===== src/rtl/rstgen_pkg.sv =====
package rstgen_pkg;
    typedef enum logic [1:0] {
        ST_HOLD      = 2'd0,
        ST_DELAY     = 2'd1,
        ST_WAIT_BULK = 2'd2,
        ST_RUN       = 2'd3
    } sup_state_t;

    localparam int SYNC_STAGES = 2;
endpackage


===== src/rtl/rstgen_sync.sv =====
module rstgen_sync #(
    parameter int WIDTH = 1
) (
    input  logic             clk,
    input  logic             rst_n,
    input  logic [WIDTH-1:0] d,
    output logic [WIDTH-1:0] q
);
    import rstgen_pkg::*;

    logic [WIDTH-1:0] stage_q [SYNC_STAGES];

    genvar g;
    generate
        for (g = 0; g < SYNC_STAGES; g++) begin : g_stage
            always_ff @(posedge clk or negedge rst_n) begin
                if (!rst_n) begin
                    stage_q[g] <= '0;
                end else begin
                    stage_q[g] <= (g == 0) ? d : stage_q[(g == 0) ? 0 : g - 1];
                end
            end
        end
    endgenerate

    assign q = stage_q[SYNC_STAGES-1];
endmodule


===== src/rtl/rstgen_dip_filter.sv =====
module rstgen_dip_filter #(
    parameter int PERSIST_CYC = 20
) (
    input  logic clk,
    input  logic rst_n,
    input  logic rail_in,
    output logic rail_ok
);
    localparam int CW = $clog2(PERSIST_CYC + 1);
    localparam logic [CW-1:0] LAST = CW'(PERSIST_CYC - 1);

    logic [CW-1:0] low_cnt;

    always_ff @(posedge clk or negedge rst_n) begin
        if (!rst_n) begin
            rail_ok <= 1'b0;
            low_cnt <= '0;
        end else if (rail_ok) begin
            if (rail_in) begin
                low_cnt <= '0;
            end else if (low_cnt == LAST) begin
                low_cnt <= '0;
                rail_ok <= 1'b0;
            end else begin
                low_cnt <= low_cnt + CW'(1);
            end
        end else begin
            low_cnt <= '0;
            if (rail_in) rail_ok <= 1'b1;
        end
    end

    // a good sample never lets the filtered status drop
    a_r6_good_sample_keeps: assert property (@(posedge clk) disable iff (!rst_n)
        (rail_ok && rail_in) |=> rail_ok);

    // filtered status falls only after a low sample
    a_r7_drop_needs_low: assert property (@(posedge clk) disable iff (!rst_n)
        $fell(rail_ok) |-> !$past(rail_in));
endmodule


===== src/rtl/rstgen_delay_timer.sv =====
module rstgen_delay_timer #(
    parameter int DELAY_CYC = 33000
) (
    input  logic clk,
    input  logic rst_n,
    input  logic run,
    output logic elapsed
);
    localparam int CW = $clog2(DELAY_CYC + 1);
    localparam logic [CW-1:0] LAST = CW'(DELAY_CYC - 1);

    logic [CW-1:0] cnt;

    always_ff @(posedge clk or negedge rst_n) begin
        if (!rst_n) begin
            cnt     <= '0;
            elapsed <= 1'b0;
        end else if (!run) begin
            cnt     <= '0;
            elapsed <= 1'b0;
        end else if (!elapsed) begin
            if (cnt == LAST) elapsed <= 1'b1;
            else             cnt <= cnt + CW'(1);
        end
    end

    // losing the rail restarts the full delay
    a_r7_restart: assert property (@(posedge clk) disable iff (!rst_n)
        !run |=> !elapsed);

    // elapsed can only appear while the rail has been good
    a_r3_elapsed_needs_run: assert property (@(posedge clk) disable iff (!rst_n)
        $rose(elapsed) |-> $past(run));
endmodule


===== src/rtl/rstgen_supervisor.sv =====
module rstgen_supervisor #(
    parameter int DELAY_CYC   = 33000,
    parameter int PERSIST_CYC = 20
) (
    input  logic clk,
    input  logic rst_n,
    input  logic logic_ok_raw,
    input  logic bulk_ok_raw,
    input  logic rst_pin_in,
    output logic rst_drive_n,
    output logic sys_rst_n
);
    import rstgen_pkg::*;

    logic [2:0] raw_vec;
    logic [2:0] syn_vec;
    logic       rail_s;
    logic       bulk_s;
    logic       rail_ok;
    logic       elapsed;
    sup_state_t state_q;
    sup_state_t state_d;

    assign raw_vec = {rst_pin_in, bulk_ok_raw, logic_ok_raw};

    rstgen_sync #(.WIDTH(3)) u_sync (
        .clk  (clk),
        .rst_n(rst_n),
        .d    (raw_vec),
        .q    (syn_vec)
    );

    assign rail_s    = syn_vec[0];
    assign bulk_s    = syn_vec[1];
    assign sys_rst_n = syn_vec[2];

    rstgen_dip_filter #(.PERSIST_CYC(PERSIST_CYC)) u_filt (
        .clk    (clk),
        .rst_n  (rst_n),
        .rail_in(rail_s),
        .rail_ok(rail_ok)
    );

    rstgen_delay_timer #(.DELAY_CYC(DELAY_CYC)) u_tmr (
        .clk    (clk),
        .rst_n  (rst_n),
        .run    (rail_ok),
        .elapsed(elapsed)
    );

    always_comb begin
        state_d = state_q;
        unique case (state_q)
            ST_HOLD: begin
                if (rail_ok) state_d = ST_DELAY;
            end
            ST_DELAY: begin
                if (!rail_ok)             state_d = ST_HOLD;
                else if (elapsed && bulk_s)  state_d = ST_RUN;
                else if (elapsed)            state_d = ST_WAIT_BULK;
            end
            ST_WAIT_BULK: begin
                if (!rail_ok)    state_d = ST_HOLD;
                else if (bulk_s) state_d = ST_RUN;
            end
            ST_RUN: begin
                if (!rail_ok)     state_d = ST_HOLD;
                else if (!bulk_s) state_d = ST_WAIT_BULK;
            end
            default: state_d = ST_HOLD;
        endcase
    end

    always_ff @(posedge clk or negedge rst_n) begin
        if (!rst_n) state_q <= ST_HOLD;
        else        state_q <= state_d;
    end

    always_comb begin
        rst_drive_n = (state_q == ST_RUN);
    end

    // a bad rail forces reset on the next cycle
    a_r1_rail_bad_holds: assert property (@(posedge clk) disable iff (!rst_n)
        !rail_ok |=> !rst_drive_n);

    // a bad bulk flag forces reset on the next cycle
    a_r8_bulk_bad_holds: assert property (@(posedge clk) disable iff (!rst_n)
        !bulk_s |=> !rst_drive_n);

    // release only after the delay has run out
    a_r4_release_after_delay: assert property (@(posedge clk) disable iff (!rst_n)
        $rose(rst_drive_n) |-> $past(elapsed));

    // under clear the request is low
    a_r10_clear_low: assert property (@(posedge clk) !rst_n |-> !rst_drive_n);
endmodule


===== config.mk =====
export PLATFORM = sky130hd
export DESIGN_NAME = rstgen_supervisor
export DESIGN_NICKNAME = d
export VERILOG_FILES = /design/src/rtl/rstgen_pkg.sv /design/src/rtl/rstgen_sync.sv /design/src/rtl/rstgen_dip_filter.sv /design/src/rtl/rstgen_delay_timer.sv /design/src/rtl/rstgen_supervisor.sv
export SDC_FILE = /design/constraint.sdc
export NUM_CORES = 1
export LEC_CHECK = 0
export CAP_MARGIN = 25
export CORE_MARGIN = 10
export CORE_UTILIZATION = 33
export CTS_BUF_LIST = sky130_fd_sc_hd__clkbuf_16
export DETAILED_ROUTE_END_ITERATION = 16
export PLACE_DENSITY_LB_ADDON = 0.12
export SYNTH_ARGS = -nofsm -noshare
export SYNTH_HDL_FRONTEND = slang
export SYNTH_SLANG_ARGS = --single-unit

===== constraint.sdc =====
create_clock -name clk -period 2 [get_ports clk]
set_input_delay 0.2 -clock clk [delete_from_list [all_inputs] [get_ports clk]]
set_output_delay 0.2 -clock clk [all_outputs]
set_load 0.005 [all_outputs]

==> results_tabular.tex <==
\begin{tabular}{lr}
\hline
Metric & Value \\
\hline
\multicolumn{2}{l}{\textbf{Status}} \\
Outcome & finished, final reports clean \\
\multicolumn{2}{l}{\textbf{Synthesis}} \\
Total number of yosys warnings & 0 \\
Asr flop ratio synth & 100\% \\
Average footprint of a synthesized cell & 10.4 um2 \\
Post-synthesis cell type count & 37 \\
Post-synth top flop & sky130\_fd\_sc\_hd\_\_dfrtp\_1 \\
Count leader, synth & sky130\_fd\_sc\_hd\_\_dfrtp\_1 \\
Area fraction of the dominant cell type after synthesis & 55.0\% \\
Cell type with the largest total area after synthesis & sky130\_fd\_sc\_hd\_\_dfrtp\_1 \\
Post-synthesis cell area & 1410 um2 \\
Seq/Total Area, Yosys & 55.0\% \\
Top cells by area in the synthesized netlist & sky130\_fd\_sc\_hd\_\_dfrtp\_1, sky130\_fd\_sc\_hd\_\_a21oi\_1, sky130\_fd\_sc\_hd\_\_nor2\_1 \\
Number of enable-type register cells in the synthesized netlist & 0 \\
Register bit count reported by yosys & 31 \\
Most used standard cells in the synthesized netlist & sky130\_fd\_sc\_hd\_\_dfrtp\_1, sky130\_fd\_sc\_hd\_\_nor2\_1, sky130\_fd\_sc\_hd\_\_a21oi\_1 \\
Number of nets produced by synthesis & 142 \\
Synthesized netlist cell count & 135 \\
\multicolumn{2}{l}{\textbf{Drt}} \\
Routed wl met2 & 1.29 mm \\
Sum of routed wire length over all layers & 2.81 mm \\
Total vias in the final route & 1038 \\
Detailed-route vias per instance & 5.14 \\
Number of iterations in the first detailed-routing pass & 4 \\
DR iter-0 viols & 37 \\
Top layer in use & met4 \\
Detailed-routed wire length on met3 & 169 um \\
Number of remaining DRC errors & 0 \\
Average routed wire per standard cell & 13.9 um \\
Routed length on met1 & 1.33 mm \\
Residual antenna-violating net count after detailed routing & 0 \\
\multicolumn{2}{l}{\textbf{GRT}} \\
Leftover overflow at the end of global routing & 0 \\
Largest net degree at the start of global routing & 32 \\
Wire length of the first global-routing pass & 4.83 mm \\
Antenna violations before repair & 0 \\
Vias in the first global route & 1039 \\
Total routing resource utilization after global routing & 8.11\% \\
\multicolumn{2}{l}{\textbf{Worst setup path}} \\
Required time at the endpoint of the critical path & 2.18 ns \\
Highest cell delay on the worst timing path & 0.63 ns \\
CP endpoint kind & register \\
Buffers \& Inverters on Critical Path & 0 \\
Worst path arrival time & 2.08 ns \\
Critical Path, Cell by Cell & ha\_1 -> and4\_2 -> a41o\_1 -> or4\_2 -> a21oi\_1 \\
Path type of the worst setup path & register to register \\
Worst path depth & 5 \\
Largest fanout on the critical path & 3 \\
Element type at the critical path start & register \\
Critical-path cell with the highest stage delay & sky130\_fd\_sc\_hd\_\_or4\_2 \\
Family with the most delay on the worst path & simple AND/OR/NAND/NOR gates \\
Worst reg2reg path depth & 5 \\
\multicolumn{2}{l}{\textbf{Clocking}} \\
Hold bufs inserted after CTS & 0 \\
Number of post-CTS setup repair buffers & 0 \\
Clock tree from TritonCTS & done \\
Post-CTS Resized & 0 \\
CTS root buffer & sky130\_fd\_sc\_hd\_\_clkbuf\_16 \\
CTS clk-pin slew, worst paths & 0.05 ns \\
Clk Latency, worst-skew pair & 0.27 ns \\
Total number of H-tree levels & 2 \\
Clock buffers created by TritonCTS & 5 \\
Maximum buffer depth of the clock tree & 2 \\
Clk sinks & 31 \\
\multicolumn{2}{l}{\textbf{Pwr}} \\
Part of the total power dissipated in sequential elements & 46.8\% \\
Net switching component of the power & 0.463 mW \\
Combinational group share of total power & 12.6\% \\
Power after layout & 1.72 mW \\
Clock network fraction of total power & 40.6\% \\
Lkg Pwr & 0.734 nW \\
Net switching share of the total power & 26.9\% \\
PwrDens & 1010 nW/um2 \\
Worst supply voltage drop on vdd & 737 uV \\
Pint & 1.26 mW \\
\multicolumn{2}{l}{\textbf{Floorplan}} \\
Placement Rows & 23 \\
Effective utilization at floorplan & 34.8\% \\
Die H & 85.4 um \\
Die extent in x & 85.4 um \\
Area enclosed by the die boundary & 7290 um2 \\
Core area & 4060 um2 \\
Top-level port count & 7 \\
\multicolumn{2}{l}{\textbf{Hold path}} \\
Hold crit path type & primary input to asynchronous set/reset pin \\
\multicolumn{2}{l}{\textbf{STA}} \\
Fmax & 0.526 GHz \\
Unrepaired setup endpoints after global routing & false \\
Slew @ Worst Pin & 0.494 ns \\
Final slew viol count & 0 \\
Setup clock skew after layout & 0.00523 ns \\
Shortest clock period the worst path allows after layout & 1.90 ns \\
Final Hold Fails & 0 \\
Max transition margin & 66.8\% \\
Worst Setup Slack, final & 0.100 ns \\
Sum Neg Setup Slack & 0 ns \\
Final critical-path share of the clock period & 95.0\% \\
Final Setup Violations & 0 \\
\multicolumn{2}{l}{\textbf{Placed design}} \\
Number of instances in the placed design & 194 \\
Input/output buffers & 6 \\
Post-DP HPWL & 1.96 mm \\
Final RePlAce weighted congestion & 0.759 \\
Worst setup slack before clock tree synthesis & 0.104 ns \\
\multicolumn{2}{l}{\textbf{Cells and area}} \\
Number of standard cells in the final layout excluding fillers & 202 \\
Number of inserted filler cells in the final layout & 386 \\
Number of antenna repair diodes & 0 \\
Util after Layout & 42.0\% \\
Total Nets Final & 158 \\
Synth-to-Final Area Change & 20.9\% \\
Fraction of final layout cells with drive strength greater than 1 & 13.8\% \\
\multicolumn{2}{l}{\textbf{Job}} \\
Number of maximum-capacitance constraint violations & 0 \\
\hline
\end{tabular}
cell type report:
type	instances	area, um2	area share [%]
clock buffer	5	125	7.34
clock inverter	3	15.0	0.880
inverter	5	18.8	1.10
multi-input combinational	96	603	35.4
sequential	31	776	45.5
tap	50	62.6	3.67
timing repair buffer	12	105	6.16
worst reg2reg max path, cell delays in order, from the launching register on:
cell,delay (ns)
sky130_fd_sc_hd__dfrtp_1,0.40
sky130_fd_sc_hd__ha_1,0.20
sky130_fd_sc_hd__and4_2,0.24
sky130_fd_sc_hd__a41o_1,0.19
sky130_fd_sc_hd__or4_2,0.64
sky130_fd_sc_hd__a21oi_1,0.15
cells in the final DEF (no fill, tap or decap), drive strengths merged, types with 3 or more instances in the layout:
| cell type | n |
|---|---|
| dfrtp | 31 |
| nor2 | 13 |
| a21oi | 11 |
| nand2 | 9 |
| nand3 | 8 |
| o21ai | 7 |
| clkdlybuf4s50 | 6 |
| buf | 6 |
| or3 | 6 |
| nand2b | 5 |
| xnor2 | 5 |
| clkbuf | 5 |
| inv | 4 |
| nor2b | 3 |
| clkinv | 3 |
| nor4 | 3 |
| nand4 | 3 |
| mux2i | 3 |
| o31ai | 3 |
| or4 | 3 |
power by group through the flow:
| stage | clock, mW | sequential (mW) | combinational (mW) |
|---|---|---|---|
| after floorplan | 0 | 0.785 | 0.146 |
| after global placement | 0 | 0.807 | 0.210 |
| after detailed placement | 0 | 0.814 | 0.218 |
| after CTS | 0.721 | 0.804 | 0.220 |
| after global routing | 0.755 | 0.813 | 0.246 |
| final | 0.699 | 0.806 | 0.217 |
flip-flops by register name (all words and copies together) (netlist names):
signal	count
u_tmr.cnt	16
u_sync.stage_q	3
u_sync.q	3
u_filt.rail_ok	1
state_q	2
u_filt.low_cnt	5
u_tmr.elapsed	1
path summary, 6_finish.rpt:
path / slack [ns] / to / start
worst max register to register: 0.10 / u_tmr.cnt[5] / u_tmr.cnt[1]
worst min-delay path: 0.33 / u_tmr.cnt[13] / rst_n
min in group clk: 0.35 / u_sync.q[0] / u_sync.stage_q[3]
worst max-delay path: 0.10 / u_tmr.cnt[5] / u_tmr.cnt[1]
max in group asynchronous: 1.38 / u_tmr.cnt[2] / rst_n
worst min register to register: 0.35 / u_sync.q[0] / u_sync.stage_q[3]
kinds of logic after synthesis:
family / synth area share, %
simple gates: 25.4
mux: 2.13
buf+inv: 2.22
flops: 55.0
fa+ha+maj: 1.77
xor+xnor: 3.11
compound gates: 10.4
through the flow:
stage          hold WS, ns  instance area (um2)
6_report             0.333                 1710
5_1_grt              0.365                 1710
4_1_cts              0.353                 1710
3_5_place_dp         0.336                 1570
3_3_place_gp         0.334                 1570
2_1_floorplan      -0.0956                 1410
per-layer routing:
metal | vias up | global-route usage, %
li1 | 517 | -
met4 | 0 | 2.69
met3 | 3 | 3.92
met1 | 490 | 9.91
met2 | 28 | 12.1
met5 | - | 0
Power figures use the tool's default switching activity.
